==> src/rtl/bcd_cal_pkg.sv <==
package bcd_cal_pkg;

  typedef enum logic [2:0] {
    F_SEC  = 3'd0,
    F_MIN  = 3'd1,
    F_HOUR = 3'd2,
    F_WDAY = 3'd3,
    F_MDAY = 3'd4,
    F_MON  = 3'd5,
    F_YEAR = 3'd6,
    F_NONE = 3'd7
  } field_e;

  localparam int DATA_W = 12;

  function automatic logic [7:0] bcd2_inc(input logic [7:0] v);
    if (v[3:0] >= 4'd9) return {v[7:4] + 4'd1, 4'd0};
    return {v[7:4], v[3:0] + 4'd1};
  endfunction

  function automatic logic [11:0] bcd3_inc(input logic [11:0] v);
    if (v[7:0] == 8'h99) return {(v[11:8] >= 4'd9) ? 4'd0 : v[11:8] + 4'd1, 8'h00};
    return {v[11:8], bcd2_inc(v[7:0])};
  endfunction

  // offset+1900: 1900 is a multiple of 4, and a century year is a multiple of 400
  // exactly when its hundreds digit mod 4 equals 1.
  function automatic logic is_leap(input logic [11:0] y);
    logic [6:0] lo_bin;
    lo_bin = 7'(y[7:4]) * 7'd10 + 7'(y[3:0]);
    return (lo_bin[1:0] == 2'b00) && ((y[7:0] != 8'h00) || (y[9:8] == 2'b01));
  endfunction

  function automatic logic [7:0] month_len(input logic [7:0] mon, input logic leap);
    case (mon)
      8'h02:                      return leap ? 8'h29 : 8'h28;
      8'h04, 8'h06, 8'h09, 8'h11: return 8'h30;
      default:                    return 8'h31;
    endcase
  endfunction

endpackage

==> src/rtl/bcd_cal_prescaler.sv <==
module bcd_cal_prescaler #(
  parameter int DIV = 32768
) (
  input  logic clk_i,
  input  logic rst_ni,
  input  logic run_i,
  output logic tick_o
);
  localparam int CW = (DIV > 2) ? $clog2(DIV) : 1;
  localparam logic [CW-1:0] LAST = CW'(DIV - 1);

  logic [CW-1:0] cnt_q;

  always_ff @(posedge clk_i or negedge rst_ni) begin
    if (!rst_ni) begin
      cnt_q  <= '0;
      tick_o <= 1'b0;
    end else if (!run_i) begin
      cnt_q  <= '0;
      tick_o <= 1'b0;
    end else if (cnt_q == LAST) begin
      cnt_q  <= '0;
      tick_o <= 1'b1;
    end else begin
      cnt_q  <= cnt_q + 1'b1;
      tick_o <= 1'b0;
    end
  end
endmodule

==> src/rtl/bcd_cal_wrap_cnt.sv <==
module bcd_cal_wrap_cnt
  import bcd_cal_pkg::*;
#(
  parameter field_e     SEL   = F_SEC,
  parameter logic [7:0] WMASK = 8'h7F,
  parameter logic [7:0] WRAPV = 8'h00,
  parameter logic [7:0] RSTV  = 8'h00
) (
  input  logic        clk_i,
  input  logic        rst_ni,
  input  logic        inc_i,
  input  logic [7:0]  lim_i,
  input  logic        wr_i,
  input  field_e      wr_sel_i,
  input  logic [7:0]  wr_data_i,
  output logic [7:0]  val_o,
  output logic        carry_o
);
  logic hit;

  assign hit     = wr_i && (wr_sel_i == SEL);
  // >= so an out-of-range written value still wraps
  assign carry_o = inc_i && (val_o >= lim_i);

  always_ff @(posedge clk_i or negedge rst_ni) begin
    if (!rst_ni)     val_o <= RSTV;
    else if (hit)    val_o <= wr_data_i & WMASK;
    else if (inc_i)  val_o <= carry_o ? WRAPV : bcd2_inc(val_o);
  end
endmodule

==> src/rtl/bcd_calendar.sv <==
module bcd_calendar
  import bcd_cal_pkg::*;
#(
  parameter int DIV = 32768
) (
  input  logic              clk_i,
  input  logic              rst_ni,
  input  logic              enable_i,
  input  logic              wr_en_i,
  input  logic [2:0]        wr_sel_i,
  input  logic [DATA_W-1:0] wr_data_i,
  input  logic [2:0]        rd_sel_i,
  output logic [DATA_W-1:0] rd_data_o,
  output logic              sec_tick_o
);
  logic        wr_ok;
  field_e      wsel;
  logic [7:0]  sec_w, min_w, hour_w, wday_w, mday_w, mon_w;
  logic [11:0] year_q;
  logic        sec_c, min_c, hour_c, wday_c, mday_c, mon_c;
  logic [7:0]  mday_lim;

  assign wr_ok    = wr_en_i && enable_i;
  assign wsel     = field_e'(wr_sel_i);
  assign mday_lim = month_len(mon_w, is_leap(year_q));

  bcd_cal_prescaler #(.DIV(DIV)) u_presc (
    .clk_i, .rst_ni, .run_i(enable_i), .tick_o(sec_tick_o)
  );

  bcd_cal_wrap_cnt #(.SEL(F_SEC), .WMASK(8'h7F), .WRAPV(8'h00), .RSTV(8'h00)) u_sec (
    .clk_i, .rst_ni, .inc_i(sec_tick_o), .lim_i(8'h59), .wr_i(wr_ok),
    .wr_sel_i(wsel), .wr_data_i(wr_data_i[7:0]), .val_o(sec_w), .carry_o(sec_c)
  );

  bcd_cal_wrap_cnt #(.SEL(F_MIN), .WMASK(8'h7F), .WRAPV(8'h00), .RSTV(8'h00)) u_min (
    .clk_i, .rst_ni, .inc_i(sec_c), .lim_i(8'h59), .wr_i(wr_ok),
    .wr_sel_i(wsel), .wr_data_i(wr_data_i[7:0]), .val_o(min_w), .carry_o(min_c)
  );

  bcd_cal_wrap_cnt #(.SEL(F_HOUR), .WMASK(8'h3F), .WRAPV(8'h00), .RSTV(8'h00)) u_hour (
    .clk_i, .rst_ni, .inc_i(min_c), .lim_i(8'h23), .wr_i(wr_ok),
    .wr_sel_i(wsel), .wr_data_i(wr_data_i[7:0]), .val_o(hour_w), .carry_o(hour_c)
  );

  bcd_cal_wrap_cnt #(.SEL(F_WDAY), .WMASK(8'h07), .WRAPV(8'h00), .RSTV(8'h00)) u_wday (
    .clk_i, .rst_ni, .inc_i(hour_c), .lim_i(8'h06), .wr_i(wr_ok),
    .wr_sel_i(wsel), .wr_data_i(wr_data_i[7:0]), .val_o(wday_w), .carry_o(wday_c)
  );

  bcd_cal_wrap_cnt #(.SEL(F_MDAY), .WMASK(8'h3F), .WRAPV(8'h01), .RSTV(8'h01)) u_mday (
    .clk_i, .rst_ni, .inc_i(hour_c), .lim_i(mday_lim), .wr_i(wr_ok),
    .wr_sel_i(wsel), .wr_data_i(wr_data_i[7:0]), .val_o(mday_w), .carry_o(mday_c)
  );

  bcd_cal_wrap_cnt #(.SEL(F_MON), .WMASK(8'h1F), .WRAPV(8'h01), .RSTV(8'h01)) u_mon (
    .clk_i, .rst_ni, .inc_i(mday_c), .lim_i(8'h12), .wr_i(wr_ok),
    .wr_sel_i(wsel), .wr_data_i(wr_data_i[7:0]), .val_o(mon_w), .carry_o(mon_c)
  );

  always_ff @(posedge clk_i or negedge rst_ni) begin
    if (!rst_ni)                       year_q <= 12'h000;
    else if (wr_ok && wsel == F_YEAR)  year_q <= wr_data_i;
    else if (mon_c)                    year_q <= bcd3_inc(year_q);
  end

  always_comb begin
    case (field_e'(rd_sel_i))
      F_SEC:   rd_data_o = {4'h0, sec_w};
      F_MIN:   rd_data_o = {4'h0, min_w};
      F_HOUR:  rd_data_o = {4'h0, hour_w};
      F_WDAY:  rd_data_o = {4'h0, wday_w};
      F_MDAY:  rd_data_o = {4'h0, mday_w};
      F_MON:   rd_data_o = {4'h0, mon_w};
      F_YEAR:  rd_data_o = year_q;
      default: rd_data_o = '0;
    endcase
  end
endmodule

==> config.mk <==
export PLATFORM = sky130hd
export DESIGN_NAME = bcd_calendar
export DESIGN_NICKNAME = d
export VERILOG_FILES = /design/src/rtl/bcd_cal_pkg.sv /design/src/rtl/bcd_cal_prescaler.sv /design/src/rtl/bcd_cal_wrap_cnt.sv /design/src/rtl/bcd_calendar.sv
export SDC_FILE = /design/constraint.sdc
export NUM_CORES = 1
export LEC_CHECK = 0
export ABC_CLOCK_PERIOD_IN_PS = 3500
export BUFFER_PORTS_ARGS = -buffer_cell sky130_fd_sc_hd__clkbuf_2
export CELL_PAD_IN_SITES_DETAIL_PLACEMENT = 0
export CELL_PAD_IN_SITES_GLOBAL_PLACEMENT = 1
export CORE_MARGIN = 2
export CORE_UTILIZATION = 48
export CTS_CLUSTER_DIAMETER = 60
export CTS_CLUSTER_SIZE = 8
export DETAILED_ROUTE_END_ITERATION = 6
export PLACE_DENSITY = 0.92
export SYNTH_ARGS = -nofsm -noshare
export SYNTH_HDL_FRONTEND = slang
export SYNTH_SLANG_ARGS = --single-unit
==> constraint.sdc <==
create_clock -name clk_i -period 3.5 [get_ports clk_i]
set_input_delay 1.05 -clock clk_i [delete_from_list [all_inputs] [get_ports clk_i]]
set_output_delay 1.05 -clock clk_i [all_outputs]
set_load 0.01 [all_outputs]
==> metrics.csv, run 1 <==
stage,metric,value,unit
placed_design,portBuffers,34,
clock_network,cts_setup_buffers,0,
synthesis,yosysSeqAreaShare,34.1,%
global_routing,grt_pass1_wl,26600,um
placed_design,globalplace.congestion,0.943,
synthesis,syn_area_per_cell,8.90,um2
final_layout,fill_cells,1041,
timing,period_needed,3.31,ns
timing,fin_skew,0.00664,ns
synthesis,yosys_warnings,0,
min_path,worstHoldStart,u_presc.cnt_q[0]$_DFF_PN0_,
placed_design,place_ws,0.215,ns
worst_setup_path,rr_worst_depth,13,
worst_setup_path,r2r-start,u_mon.val_o[0]$_DFFE_PN1P_,
synthesis,synth-seq-cells,76,
worst_setup_path,crit_path_max_fanout,15,
floorplan,std_cell_rows,39,
floorplan,core_region_area,11400,um2
power_and_ir_drop,cellPowerDensity,554,nW/um2
final_layout,fin_util,55.4,%
clock_network,cts_tree,yes,
flow_run,max-cap-violations,0,
power_and_ir_drop,ir_worst_vdd,0.315,mV
clock_network,insertion_delay,0.35,ns
drt,vias,5273,
power_and_ir_drop,power_leakage,2.73,nW
status,status,finished clean,
floorplan,die-area,12500,um2
placed_design,postPlaceCellArea,5940,um2
clock_network,h-tree-depth,3,
worst_setup_path,cp.required,3.77,ns
global_routing,grtUsageTotal,26.9,%
worst_setup_path,critPathArrivalTime,3.58,ns
final_layout,drive_gt1_share,15.4,%
final_layout,syn2layout_area_growth,12.7,%
global_routing,antenna_found_initial,1,
clock_network,clkSinkCount,76,
worst_setup_path,r2r_end,year_q[9]$_DFFE_PN0P_,
synthesis,synthTopCellsByArea,"dfrtp_1 33%, ha_1 10%, nor2_1 4.0%",
global_routing,grt_max_degree,77,
clock_network,cts_buffers,9,
drt,route.detailed.drc,0,
clock_network,clockBufferDepth,2,
final_layout,regArea,1900,um2
global_routing,grt-ovfl-total,0,
min_path,hold_depth,1,
final_layout,layout_common_cells,"74 x dfrtp_1, 59 x nor2_1, 46 x ha_1",
clock_network,clkTransAtPathRegs,0.06,ns
synthesis,synth_top_area_cell,dfrtp_1,
timing,drv_slew,0,
placed_design,place.detailed.hpwl,11800,um
synthesis,synth_edf_count,0,
worst_setup_path,worstSetupEndpointType,flip-flop,
drt,routed_wl,16400,um
final_layout,nets,727,
worst_setup_path,critPathKind,reg2reg,
timing,finalSetupViolCount,0,
final_layout,fin_area,6300,um2
timing,fin_ws,0.186,ns
global_routing,grt_pass1_vias,5137,
worst_setup_path,ff2ff_setup_slack,0.19,ns
synthesis,syn_area,5590,um2
drt,drtIter0Drc,578,
floorplan,fp.dieH,112,um
final_layout,final_common_cell,dfrtp_1,
synthesis,synth_top_area_share,33.1,%
synthesis,netlist_instances,628,
drt,wire_per_inst,20.3,um
min_path,hp-class,reg2reg,
drt,vias_per_cell,6.53,
min_path,min_to,u_presc.cnt_q[0]$_DFF_PN0_,
synthesis,synthFlopType,dfrtp_1,
drt,postRouteAntennaNets,0,
clock_network,cts-root-buf,clkbuf_16,
timing,post-route-period-util,94.7,%
worst_setup_path,worst_setup_path_start_kind,flip-flop,
final_layout,multi_input_area,3440,um2
timing,tightest_slew,1.02,ns
synthesis,yosysUniqueCellTypes,76,
floorplan,start_util,49.2,%
synthesis,synthArstFlopShare,100,%
timing,hold_violations,0,
timing,slew_headroom,32.0,%
drt,firstDrtPassIters,5,
floorplan,io_pins,35,
timing,fmax,302,MHz
floorplan,die_w,112,um
synthesis,synthesis.nets,696,
[metal layers]
layer	vias to the layer above	global-route usage, %	part of all wire (%)
li1	2394	-	-
met3	46	4.46	8.0
met2	242	41.1	45
met5	-	0	0
met1	2591	37.3	43
met4	0	13.6	3.7
[timing repair]
| action | in CTS | in global routing |
|---|---|---|
| gates resized for setup | 0 | 4 |
| hold buffers | 0 | 0 |
| endpoints found under the setup margin | 0 | 9 |
[cell families (layout without fill, tap and decap cells)]
logic type,after synthesis,in the layout,share of synthesized area [%]
compound gates,156,156,19.5
xor+xnor,14,14,2.19
other cells,0,1,0
fa+ha+maj,46,46,10.3
simple gates,254,254,24.5
flops,76,76,34.1
buf+inv,63,99,4.56
mux,19,19,4.90
[synth_stat cells, types with 7 or more instances]
cell type / count
dfrtp_1: 74
nor2b_1: 11
nor3b_1: 11
a21oi_1: 31
ha_1: 46
nor3_1: 14
nand2b_1: 9
o21ai_0: 32
nor2_1: 59
o31ai_1: 9
nand2_1: 45
and3_1: 17
o211ai_1: 7
a31oi_1: 21
and2_1: 8
clkbuf_1: 24
inv_1: 30
mux2i_1: 9
nand3_1: 24
xor2_1: 8
nand4_1: 14
[power by group]
part | leakage, nW | internal, W | total [W] | switching (W)
Combinational | 1.64 | 0.000463 | 0.00107 | 0.000604
Clock | 0.163 | 0.000717 | 0.00110 | 0.000380
Sequential | 0.933 | 0.00104 | 0.00133 | 0.000290
[worst max-delay path, stage by stage, from the launching register on]
cell and delay, ns:
dfstp_2 0.59, ha_1 0.22, nand3b_1 0.09, o21ai_0 0.09, a32oi_1 0.08, nor3_1 0.28
nor2_1 0.09, ha_1 0.32, nand3_1 0.12, o21ai_2 0.31, o21ai_0 0.16, buf_4 0.22
or4_1 0.47, a31oi_1 0.18
[stage by stage]
stage                     total power (W)  std cells  hold slack [ns]  TNS, ns
after global routing              0.00368        808            0.541   -0.136
after CTS                         0.00347        807            0.526        0
final                             0.00349        808            0.520        0
after global placement            0.00232        791            0.491        0
after floorplan                   0.00198        628            0.468        0
after detailed placement          0.00236        791            0.513        0
[worst max-delay path by stage]
stage | slack [ns] | endpoint | startpoint | depth (start not counted)
6_report | 0.19 | year_q[9]$_DFFE_PN0P_ | u_mon.val_o[0]$_DFFE_PN1P_ | 13
5_1_grt | -0.06 | u_mon.val_o[0]$_DFFE_PN1P_ | u_mon.val_o[0]$_DFFE_PN1P_ | 14
4_1_cts | 0.22 | year_q[9]$_DFFE_PN0P_ | u_mon.val_o[0]$_DFFE_PN1P_ | 13
3_5_place_dp | 0.22 | year_q[9]$_DFFE_PN0P_ | u_mon.val_o[1]$_DFFE_PN0P_ | 13
3_3_place_gp | 0.23 | rd_data_o[1] | rd_sel_i[1] | 6
2_1_floorplan | 0.15 | rd_data_o[1] | rd_sel_i[0] | 5
[layout make-up]
cell class / instances / share of cell area (%)
Clock inverter: 4 / 1.55
Inverter: 30 / 1.79
Timing Repair Buffer: 53 / 5.00
Multi-Input combinational cell: 489 / 54.7
Antenna cell: 1 / 0.0397
Tap cell: 143 / 2.84
Clock buffer: 12 / 3.91
Sequential cell: 76 / 30.2
[state kept, by name, summed over array words and instances, names as in the netlist]
signal,count
u_sec.val_o,8
u_hour.val_o,8
year_q,12
u_min.val_o,8
u_wday.val_o,8
u_presc.cnt_q,15
u_mon.val_o,8
u_mday.val_o,8
u_presc.tick_o,1
Power figures use the tool's default switching activity.
==> run 2, diff against run 1 <==
- ABC_CLOCK_PERIOD_IN_PS: 3500 -> 3900
- CORE_UTILIZATION: 48 -> 30
- CTS_BUF_LIST: not set -> sky130_fd_sc_hd__clkbuf_16
- PLACE_DENSITY: 0.92 -> 0.66
- clock period: 3.5 -> 3.9 ns (I/O delays scaled with it)
==> run 2 against run 1 <==
Compared with the run above: via count fell by 3.0%; power shrank 13%; die area grew 58%; combinational power down 13%; global-route usage fell by 8.6 points; final area rose by 0.58%; critical path depth shrank 7; setup slack improved by 0.071 ns; largest cell class unchanged; sequential share of layout area shrank 0.17 points; non-clock buffer count shrank 3; hold slack got worse by 0.0096 ns.
==> metrics.csv, run 2 (synthesis results as in run 1) <==
stage,metric,value,unit
status,status,finished clean,
floorplan,die_w,141,um
timing,period_needed,3.64,ns
worst_setup_path,worst_setup_path_start_kind,primary input,
timing,hold_violations,0,
clock_network,cts_tree,yes,
timing,fmax,274,MHz
worst_setup_path,crit_path_max_fanout,10,
worst_setup_path,crit_buf_inv,2,
global_routing,grt_pass1_wl,28200,um
timing,tightest_slew,0.831,ns
final_layout,reg_top3,"u_presc.cnt_q (15), year_q (12)",
flow_run,max-cap-violations,0,
clock_network,cts_resized,0,
drt,route.detailed.drc,0,
final_layout,layout_common_cells,"74 x dfrtp_1, 59 x nor2_1, 46 x ha_1",
final_layout,fill_cells,1898,
clock_network,cts_buffers,9,
worst_setup_path,max_stage_delay,0.38,ns
timing,finalSetupViolCount,0,
drt,firstDrtPassIters,5,
floorplan,std_cell_rows,49,
clock_network,clkSinkCount,76,
timing,fin_setup_tns,0,ns
power_and_ir_drop,cellPowerDensity,479,nW/um2
power_and_ir_drop,ir_worst_vdd,0.200,mV
global_routing,antenna_found_initial,0,
placed_design,numPlacedInstances,874,
final_layout,drive_gt1_share,14.7,%
drt,vias_per_cell,5.74,
floorplan,io_pins,35,
global_routing,grtUsageTotal,18.3,%
clock_network,clockBufferDepth,2,
worst_setup_path,path_delay_family,compound AO/OA/AOI/OAI gates,
drt,postRouteAntennaNets,0,
placed_design,place_ws,0.274,ns
worst_setup_path,critPathKind,in2out,
final_layout,fin_cells,890,
clock_network,cts-root-buf,clkbuf_16,
floorplan,fp.dieH,141,um
timing,hold-worst-slack,0.510,ns
drt,routed_wl,17700,um
worst_setup_path,cp_common_cell,clkbuf_2,
worst_setup_path,slowest_stage,a311o_1,
floorplan,start_util,30.8,%
placed_design,place.detailed.hpwl,12800,um
global_routing,grt_pass1_vias,5005,
timing,rsz0062_at_grt,false,
final_layout,largest_register_ffs,15,
worst_setup_path,crit_chain,clkbuf_2 > nor2b_1 > a221oi_1 > a21oi_1 > a311o_1 > clkbuf_2,
final_layout,antenna_cells,0,
floorplan,core_region_area,18100,um2
placed_design,globalplace.congestion,0.891,
power_and_ir_drop,power_leakage,2.71,nW
final_layout,final_common_cell,dfrtp_1,
placed_design,portBuffers,34,
timing,drv_slew,0,
clock_network,h-tree-depth,3,
timing,slew_headroom,44.6,%
clock_network,insertion_delay,0.35,ns
drt,drtIter0Drc,475,
worst_setup_path,worstSetupEndpointType,output pin,
drt,vias,5113,
final_layout,largest-register,u_presc.cnt_q,
timing,fin_skew,0.00777,ns
timing,post-route-period-util,93.4,%
min_path,hp-class,reg2reg,
global_routing,grt_max_degree,60,
worst_setup_path,critPathArrivalTime,2.47,ns
worst_setup_path,cp.required,2.73,ns
clock_network,clkTransAtPathRegs,0.07,ns
clock_network,cts_setup_buffers,0,
final_layout,syn2layout_area_growth,13.4,%
clock_network,ctsHoldBuffers,0,
drt,wire_per_inst,19.9,um
global_routing,grt-ovfl-total,0,
timing,fin_ws,0.257,ns
floorplan,die-area,19700,um2
final_layout,nets,724,
## run 2: cell types whose count changed in the layout (fill, tap and decap cells not counted), moves of 2 or more
cell	delta
bufinv_16	-2
buf_4	-3
inv_6	+5
clkbuf_1	-2
## run 2: worst reg2reg max path: cells and delay by family, from the launching register on
kind | cells | cell delay [ns]
buffers and inverters | 1 | 0.21
AOI/OAI and AO/OA | 6 | 1.19
DFF | 1 | 0.54
adders and majority gates | 2 | 0.57
and+or+nand+nor | 4 | 0.90
## run 2: final cells by class
cell class                 count  area (um2)  share of cell area, %
clock inverter                 7        85.1                   1.34
timing repair buffer          50         293                   4.62
sequential                    76        1900                   30.0
tap                          229         287                   4.52
clock buffer                   9         225                   3.55
multi-input combinational    489        3430                   54.1
inverter                      30         113                   1.78
## run 2: path summary, 6_finish.rpt
kind                                                 start                         end  slack [ns]  depth (start not counted)
worst min-delay path            u_presc.cnt_q[0]$_DFF_PN0_  u_presc.cnt_q[0]$_DFF_PN0_        0.51                          1
worst max register to register  u_mon.val_o[1]$_DFFE_PN0P_       year_q[7]$_DFFE_PN0P_        0.39                         13
worst min register to register  u_presc.cnt_q[0]$_DFF_PN0_  u_presc.cnt_q[0]$_DFF_PN0_        0.51                          1
min in group asynchronous                           rst_ni  u_sec.val_o[2]$_DFFE_PN0P_        0.93                          1
worst max-delay path                           rd_sel_i[1]                rd_data_o[7]        0.26                          6
max in group asynchronous                           rst_ni  u_presc.cnt_q[5]$_DFF_PN0_        2.30                          2
## run 2: report_power, final
| part | internal (W) | leakage (nW) | switching [W] |
|---|---|---|---|
| registers | 0.000929 | 0.933 | 0.000272 |
| logic | 0.000404 | 1.62 | 0.000525 |
| clock network | 0.000513 | 0.154 | 0.000392 |
| total | 0.00185 | 2.71 | 0.00119 |
## run 2: routing by layer
metal / wire (um) / track usage (%)
met3: 898 / 3.21
met4: 609 / 8.32
met1: 8400 / 25.6
met5: 0 / 0
met2: 7800 / 27.8
## run 2: metrics by stage
| step | cell area, um2 | total power, W | utilization (%) |
|---|---|---|---|
| final | 6340 | 0.00303 | 34.9 |
| after global routing | 6340 | 0.00323 | 34.9 |
| after CTS | 6340 | 0.00304 | 34.9 |
| after detailed placement | 6030 | 0.00213 | 33.2 |
| after global placement | 6030 | 0.00210 | 33.2 |
| after floorplan | 5590 | 0.00178 | - |
==> run 3, diff against run 2 <==
==> constraint.sdc (replaced) <==
create_clock -name clk_i -period 3.9 [get_ports clk_i]
set_input_delay 0.195 -clock clk_i [delete_from_list [all_inputs] [get_ports clk_i]]
set_output_delay 0.195 -clock clk_i [all_outputs]
set_load 0.01 [all_outputs]
==> run 3 against run 2 <==
Compared with the run above: first-iteration DRC count fell by 13%; sequential share of layout area grew 0.11 points; combinational power about the same; clock-buffer cell count unchanged; power grew 4.0%; core utilization shrank 0.13 points; clock power rose by 16%.
==> metrics.csv, run 3 (synthesis results as in run 1) <==
stage,metric,value,unit
status,status,finished clean,
placed_design,place.detailed.hpwl,12300,um
floorplan,io_pins,35,
timing,fin_skew,0.00684,ns
drt,firstDrtPassIters,5,
power_and_ir_drop,cellPowerDensity,500,nW/um2
floorplan,start_util,30.8,%
worst_setup_path,worstSetupEndpointType,flip-flop,
final_layout,multi_input_area,3430,um2
timing,fin_setup_tns,0,ns
final_layout,layout_common_cells,"74 x dfrtp_1, 59 x nor2_1, 46 x ha_1",
final_layout,nets,714,
timing,tightest_slew,1.04,ns
final_layout,fill_cells,1893,
worst_setup_path,cp.required,4.16,ns
worst_setup_path,max_stage_delay,0.59,ns
timing,hold_violations,0,
timing,hold-worst-slack,0.0439,ns
timing,period_needed,3.28,ns
drt,wire_per_inst,19.7,um
clock_network,cts_buffers,9,
min_path,hp-class,in2async,
final_layout,largest-register,u_presc.cnt_q,
floorplan,die_w,141,um
global_routing,grt_max_degree,77,
global_routing,grt_util_met2,27.8,%
drt,vias_per_cell,5.77,
timing,finalSetupViolCount,0,
worst_setup_path,worst_setup_path_start_kind,flip-flop,
drt,postRouteAntennaNets,0,
worst_setup_path,crit_chain,ha_1 > nand3b_1 > o21ai_0 > a32oi_1 > nor3_1 > nor2_1 > ha_1 > nand3_1 > o21ai_1 > o21ai_0 > buf_4 > or4_1 > a31oi_1,
clock_network,cts_tree,yes,
worst_setup_path,critPathArrivalTime,3.55,ns
global_routing,grt-ovfl-total,0,
placed_design,portBuffers,34,
clock_network,insertion_delay,0.35,ns
worst_setup_path,slowest_stage,dfstp_2,
worst_setup_path,crit_path_max_fanout,15,
placed_design,place_ws,0.681,ns
clock_network,cts-root-buf,clkbuf_16,
floorplan,core_region_area,18100,um2
flow_run,max-cap-violations,0,
timing,rsz0062_at_grt,false,
drt,route.detailed.drc,0,
final_layout,syn2layout_area_growth,12.9,%
global_routing,grtUsageTotal,17.9,%
drt,vias,5073,
timing,fin_ws,0.617,ns
clock_network,cts_setup_buffers,0,
timing,post-route-period-util,84.2,%
power_and_ir_drop,ir_worst_vdd,0.233,mV
drt,drtIter0Drc,411,
floorplan,die-area,19700,um2
clock_network,h-tree-depth,3,
clock_network,clkTransAtPathRegs,0.06,ns
timing,slew_headroom,30.4,%
clock_network,cts_resized,0,
global_routing,grt_pass1_wl,27500,um
power_and_ir_drop,power_leakage,2.68,nW
clock_network,clkSinkCount,76,
final_layout,antenna_cells,0,
clock_network,clockBufferDepth,2,
floorplan,fp.dieH,141,um
final_layout,fin_util,34.8,%
final_layout,largest_register_ffs,15,
final_layout,reg_top3,"u_presc.cnt_q (15), year_q (12)",
global_routing,grt.busiest_layer,met2,
timing,fmax,305,MHz
final_layout,final_common_cell,dfrtp_1,
global_routing,antenna_found_initial,0,
final_layout,regArea,1900,um2
global_routing,grt_pass1_vias,5002,
global_routing,global_route.usage.met1,24.4,%
clock_network,ctsHoldBuffers,0,
global_routing,use_met3,3.76,%
floorplan,std_cell_rows,49,
placed_design,postPlaceCellArea,5950,um2
final_layout,drive_gt1_share,13.2,%
placed_design,globalplace.congestion,0.875,
drt,routed_wl,17300,um
timing,drv_slew,0,
final_layout,fin_area,6310,um2
worst_setup_path,critPathKind,reg2reg,
[run 3: changes by cell type in the layout (fill, tap and decap cells not counted), sizes merged]
cell,previous run,this run
buf,17,7
bufinv,1,4
clkinvlp,0,1
inv,36,31
[run 3: worst paths after layout]
kind	to	from	slack [ns]	depth (start not counted)
min reg2reg	u_presc.cnt_q[0]$_DFF_PN0_	u_presc.cnt_q[0]$_DFF_PN0_	0.52	1
max in group asynchronous	u_mon.val_o[2]$_DFFE_PN0P_	rst_ni	3.20	1
max reg2reg	year_q[7]$_DFFE_PN0P_	u_mon.val_o[0]$_DFFE_PN1P_	0.62	13
min	u_sec.val_o[2]$_DFFE_PN0P_	rst_ni	0.04	1
min in group clk_i	year_q[8]$_DFFE_PN0P_	wr_data_i[8]	0.08	3
max	year_q[7]$_DFFE_PN0P_	u_mon.val_o[0]$_DFFE_PN1P_	0.62	13
[run 3: area by class of cell]
cell class	count	area share [%]
Multi-Input combinational cell	489	54.3
Sequential cell	76	30.2
Timing Repair Buffer	40	3.45
Tap cell	229	4.54
Clock inverter	6	2.16
Inverter	30	1.78
Clock buffer	9	3.57
[run 3: power by group]
part | switching [W] | total (W) | internal [W]
Combinational | 0.000532 | 0.000931 | 0.000400
Clock | 0.000357 | 0.00105 | 0.000689
Sequential | 0.000250 | 0.00118 | 0.000930
Total | 0.00114 | 0.00316 | 0.00202
[run 3: layer usage]
layer  up-vias  wire, um
met2       163      7810
li1       2361         -
met4         0       457
met3        34      1010
met5         -         0
met1      2515      8020
[run 3: metrics by stage]
step                      power, W  std cells
after global routing       0.00335        879
final                      0.00316        879
after detailed placement   0.00211        864
after CTS                  0.00318        879
after global placement     0.00209        864
after floorplan            0.00178        628
[run 3: worst max-delay path: cells and delay by family (launching register included)]
family          cells  cell delay [ns]
buf+inv             1             0.21
flops               1             0.59
compound gates      5             0.95
simple gates        5             0.95
fa+ha+maj           2             0.51
